<file path="config.mk">
export PLATFORM = sky130hd
export DESIGN_NAME = pwr_mode_ctrl
export DESIGN_NICKNAME = d
export VERILOG_FILES = /design/src/rtl/pmc_pkg.sv /design/src/rtl/pmc_trig_dec.sv /design/src/rtl/pmc_wake_sel.sv /design/src/rtl/pwr_mode_ctrl.sv
export SDC_FILE = /design/constraint.sdc
export NUM_CORES = 1
export LEC_CHECK = 0
export ABC_AREA = 1
export BUFFER_PORTS_ARGS = -buffer_cell sky130_fd_sc_hd__buf_2
export CORE_AREA = 2 2 39 41
export CTS_BUF_LIST = sky130_fd_sc_hd__clkbuf_4 sky130_fd_sc_hd__clkbuf_8
export DETAILED_ROUTE_END_ITERATION = 6
export DIE_AREA = 0 0 41 43
export PLACE_DENSITY_LB_ADDON = 0.1
export SYNTH_ARGS = -nofsm -noshare
export SYNTH_HDL_FRONTEND = slang
export SYNTH_SLANG_ARGS = --single-unit
</file>
<file path="constraint.sdc">
create_clock -name clk -period 1.5 [get_ports clk]
set_input_delay 0.3 -clock clk [delete_from_list [all_inputs] [get_ports clk]]
set_output_delay 0.3 -clock clk [all_outputs]
set_load 0.03 [all_outputs]
</file>
<file path="src/rtl/pmc_pkg.sv">
package pmc_pkg;
    localparam int MODE_W = 3;

    typedef enum logic [MODE_W-1:0] {
        MD_RUN   = 3'd0,
        MD_HALT  = 3'd1,
        MD_LRUN  = 3'd2,
        MD_LWAIT = 3'd3,
        MD_LHALT = 3'd4
    } pm_mode_e;

    typedef struct packed {
        pm_mode_e mode;
        logic     from_run;
    } pm_state_t;
endpackage

</file>
<file path="src/rtl/pmc_trig_dec.sv">
module pmc_trig_dec #(
    parameter int               RUN_W     = 2,
    parameter int               STOP_W    = 3,
    parameter logic [RUN_W-1:0] RUN_FULL  = 2'b00,
    parameter logic [RUN_W-1:0] RUN_LOW   = 2'b10,
    parameter logic [STOP_W-1:0] STOP_NORM = 3'b000,
    parameter logic [STOP_W-1:0] STOP_LOW  = 3'b010
) (
    input  logic [RUN_W-1:0]  run_sel,
    input  logic [STOP_W-1:0] stop_sel,
    output logic              run_full,
    output logic              run_low,
    output logic              stop_norm,
    output logic              stop_low
);
    always_comb begin
        run_full  = (run_sel == RUN_FULL);
        run_low   = (run_sel == RUN_LOW);
        stop_norm = (stop_sel == STOP_NORM);
        stop_low  = (stop_sel == STOP_LOW);
    end
endmodule

</file>
<file path="src/rtl/pmc_wake_sel.sv">
module pmc_wake_sel
    import pmc_pkg::*;
(
    input  pm_mode_e cur_mode,
    input  logic     from_run,
    input  logic     wake_to_full,
    output pm_mode_e wake_mode
);
    always_comb begin
        case (cur_mode)
            MD_LWAIT: wake_mode = wake_to_full ? MD_RUN : MD_LRUN;
            MD_LHALT: wake_mode = (wake_to_full || from_run) ? MD_RUN : MD_LRUN;
            default:  wake_mode = MD_RUN;
        endcase
    end
endmodule

</file>
<file path="src/rtl/pwr_mode_ctrl.sv">
module pwr_mode_ctrl
    import pmc_pkg::*;
#(
    parameter int RUN_W  = 2,
    parameter int STOP_W = 3
) (
    input  logic              clk,
    input  logic              rst_n,
    input  logic [RUN_W-1:0]  run_sel,
    input  logic [STOP_W-1:0] stop_sel,
    input  logic              wake_to_full,
    input  logic              lp_permit,
    input  logic              clk_slow_ok,
    input  logic              sleep_req,
    input  logic              deep_req,
    input  logic              irq,
    output logic [MODE_W-1:0] mode_o,
    output logic              lhalt_from_run
);
    localparam logic [RUN_W-1:0]  RUN_FULL  = RUN_W'(0);
    localparam logic [RUN_W-1:0]  RUN_LOW   = RUN_W'(2);
    localparam logic [STOP_W-1:0] STOP_NORM = STOP_W'(0);
    localparam logic [STOP_W-1:0] STOP_LOW  = STOP_W'(2);

    pm_state_t st_d, st_q;
    logic      run_full, run_low, stop_norm, stop_low;
    pm_mode_e  wake_mode;
    logic      deep_sleep, light_sleep;

    pmc_trig_dec #(
        .RUN_W(RUN_W), .STOP_W(STOP_W),
        .RUN_FULL(RUN_FULL), .RUN_LOW(RUN_LOW),
        .STOP_NORM(STOP_NORM), .STOP_LOW(STOP_LOW)
    ) u_dec (
        .run_sel(run_sel), .stop_sel(stop_sel),
        .run_full(run_full), .run_low(run_low),
        .stop_norm(stop_norm), .stop_low(stop_low)
    );

    pmc_wake_sel u_wake (
        .cur_mode(st_q.mode), .from_run(st_q.from_run),
        .wake_to_full(wake_to_full), .wake_mode(wake_mode)
    );

    // An interrupt in the same cycle suppresses the sleep request
    assign deep_sleep  = sleep_req && deep_req && !irq;
    assign light_sleep = sleep_req && !deep_req && !irq;

    always_comb begin
        st_d = st_q;
        case (st_q.mode)
            MD_RUN: begin
                if (deep_sleep && run_full && stop_norm) begin
                    st_d.mode = MD_HALT;
                end else if (deep_sleep && lp_permit && stop_low) begin
                    st_d.mode     = MD_LHALT;
                    st_d.from_run = 1'b1;
                end else if (!sleep_req && !irq && run_low && lp_permit && clk_slow_ok) begin
                    st_d.mode = MD_LRUN;
                end
            end
            MD_HALT: begin
                if (irq) st_d.mode = MD_RUN;
            end
            MD_LRUN: begin
                if (irq && wake_to_full) begin
                    st_d.mode = MD_RUN;
                end else if (run_full) begin
                    st_d.mode = MD_RUN;
                end else if (light_sleep) begin
                    st_d.mode = MD_LWAIT;
                end else if (deep_sleep && (stop_norm || stop_low)) begin
                    st_d.mode     = MD_LHALT;
                    st_d.from_run = 1'b0;
                end
            end
            MD_LWAIT, MD_LHALT: begin
                if (irq) st_d.mode = wake_mode;
            end
            default: st_d.mode = MD_RUN;
        endcase
    end

    always_ff @(posedge clk or negedge rst_n) begin
        if (!rst_n) begin
            st_q <= '{mode: MD_RUN, from_run: 1'b0};
        end else begin
            st_q <= st_d;
        end
    end

    assign mode_o         = st_q.mode;
    assign lhalt_from_run = st_q.from_run;
endmodule

</file>
==> results.md <==
- Tcrit/Tclk final: 85.1%
- Syn Inst Count: 72
- CTS Sinks: 4
- Ys Warns: 0
- Total CTS buffers: 3
- Synthesized area per cell: 5.54 µm²
- Routed WL: 985 µm
- Cell Chain, Critical Path: inv_2 -> nand2_1 -> nor2_2 -> nand3_1 -> nor2_1 -> nor2_1 -> nand2_2 -> nand2_1 -> nand2_1
- Max stage delay on crit path: 0.43 ns
- Max rail drop VDD: 0.000392 V
- Routed Antenna Nets: 0
- Yosys cell types: 15
- Vias per inst: 4.57
- Setup Buffers After CTS: 0
- Slowest-stage cell, CP: dfrtp_1
- Area growth syn-to-layout: 33.2%
- Clk Latency, worst-skew pair: 0.23 ns
- Internal power: 420 µW
- Max-slew headroom: 84.6%
- Nets@finish: 107
- DP Area: 499 µm²
- DIE AREA: 1760 µm²
- Pins Over Slew Limit: 0
- Die Wd: 41 µm
- RePlAce Congestion: 0.689
- Setup violations, final: 0
- Psw: 431 µW
- Post-layout minimum cycle time: 1.28 ns
- Max Cap Viol: 0
- Clk_skew: 0.000110 ns
- Drt drc: 0
- Leading area contributor after synthesis: dfrtp_1
- Gr usage total: 13.4%
- Status: completed
- GRT overflow: 0
- Final hold viol count: 0
- Pwr Density: 1600 nW/µm²
- Largest net degree at the start of global routing: 8
- Kind of critical path: reg2reg
- FP Rows: 14
- Critical-path maximum fanout: 5
- Sw frac: 50.7%
- Fin area: 532 µm²
- Worst slew pin tran: 0.230 ns
- Initial core utilization: 28.8%
- Total power: 851 µW
- Top post-synthesis cells by area: dfrtp_1, nand2_1, nor2_1, nand3_1, inv_1
- Layout cells sized above 1: 26.1%
- Leakage: 0.309 nW
- Initial DRC count: 8
- Setup TNS: 0 ns
- Layout Cells excl Fill: 108
- Tightest Hold Check Type: in2async
- CP Data Arrival Time: 1.44 ns
- Mapped cell area: 399 µm²
- Core area: 1380 µm²
- Crit path setup slack, layout: 0.223 ns
- Dpl cells: 104
- Vias in the first global route: 446
- RSZ-0062 raised after global routing: no
- Combinational power share: 59.0%
- Critical path required time: 1.66 ns
- Pre-CTS setup slack: 0.185 ns
- Max frequency: 783 MHz
- Crit path top cell by count: nand2_1
- Via Count: 494
- Max Root-Sink Buffers: 2
- Sequential area share after synthesis: 25.1%
- Port Buf Inserts: 16
- Synth top area share: 25.1%
- First-pass GRT wire length: 1610 µm
- Diode count: 0
- Initial antenna violation count: 0
- #FFs+latches synth: 4
- Startpoint types: flip-flop
- CTS tree: yes
- Sequential share of power: 26.0%
- DRT Pass-1 Iters: 4
- Die Height: 43 µm
- Routed WL per cell: 9.12 µm
- H-tree Lvls: 1
- Net Count, Synth: 85
- Clk slew on worst S/H paths: 0.04 ns
- Clock share of power: 15.0%
- Crit. End Element: flip-flop
- HPWL after detailed placement: 835 µm
- IO Pins: 17
- Root buffer cell: clkbuf_4
==> cells by family (layout without fill, tap and decap cells) <==
kind of cell	Yosys count	count (layout)	synth area share, %
AOI/OAI and AO/OA	3	3	4.07
buffers and inverters	11	31	10.7
DFF	4	4	25.1
and+or+nand+nor	54	54	60.2
==> through the flow <==
stage | hold WS (ns) | util (%)
floorplan | 0.00441 | -
global placement | 0.107 | 36.1
detailed placement | 0.107 | 36.1
CTS | 0.397 | 38.4
global route | 0.428 | 38.4
finish | 0.413 | 38.4
==> layer usage <==
| layer | up-vias | global-route usage, % | share of wire (%) |
|---|---|---|---|
| met5 | - | 0 | 0 |
| met4 | 0 | 10.0 | 1.2 |
| met3 | 2 | 0 | 6.0 |
| met2 | 16 | 21.6 | 51 |
| met1 | 210 | 15.8 | 42 |
| li1 | 266 | - | - |
==> synthesized netlist by cell type <==
cell       n
nand2_1   24
nor2_1    15
inv_1      9
nand3_1    8
dfrtp_1    4
nand3b_1   3
a21oi_1    1
clkinv_2   1
inv_2      1
nand2_2    1
nand4_1    1
nand4_2    1
nor2_2     1
o21ai_1    1
o22ai_1    1
==> worst max-delay path, delay by kind of cell, from the launching register on <==
| kind | cells | cell delay (ns) |
|---|---|---|
| buffers and inverters | 1 | 0.11 |
| AND/OR/NAND/NOR | 8 | 0.66 |
| flip-flops | 1 | 0.43 |
==> final timing paths <==
path | from | endpoint | slack, ns | depth (start not counted)
min in group clk | stop_sel[1] | mode_o[0] | 0.52 | 6
min reg2reg | lhalt_from_run | lhalt_from_run | 0.53 | 2
min | rst_n | lhalt_from_run | 0.41 | 2
max in group asynchronous | rst_n | mode_o[1] | 0.97 | 2
max | mode_o[2] | mode_o[2] | 0.22 | 9
max reg2reg | mode_o[2] | mode_o[2] | 0.22 | 9
==> final cells by class <==
type	instances	area, µm²
fillers	163	852
clock buffers	3	22.5
well taps	16	20.0
multi-input cells	57	256
flip-flops and latches	4	100
repair buffers	17	90.1
inverters	11	42.5
==> power by group through the flow <==
stage          logic (mW)  clock network [mW]  registers, mW
2_1_floorplan       0.299                   0          0.296
3_3_place_gp        0.507                   0          0.224
3_5_place_dp        0.507                   0          0.225
4_1_cts             0.510               0.135          0.224
5_1_grt             0.578               0.140          0.230
6_report            0.502               0.128          0.221
==> flip-flops by register name, summed over array words and instances, names as in the netlist <==
| register | cells |
|---|---|
| lhalt_from_run | 1 |
| mode_o | 3 |
==> timing repair <==
| item | in CTS | in global routing |
|---|---|---|
| hold buffers | 1 | 0 |
| setup endpoints to repair | 0 | 0 |
| gates resized for setup | 0 | 0 |
| hold endpoints to repair | 4 | 0 |
==> cell usage in the layout (no fill, tap or decap), types with 3 or more instances in the layout <==
| cell | n |
|---|---|
| nand3b_1 | 3 |
| nand2_1 | 24 |
| inv_1 | 9 |
| clkbuf_4 | 3 |
| dfrtp_1 | 4 |
| nand3_1 | 8 |
| buf_2 | 16 |
| nor2_1 | 15 |
No activity file was read; power rests on OpenSTA's default activity.
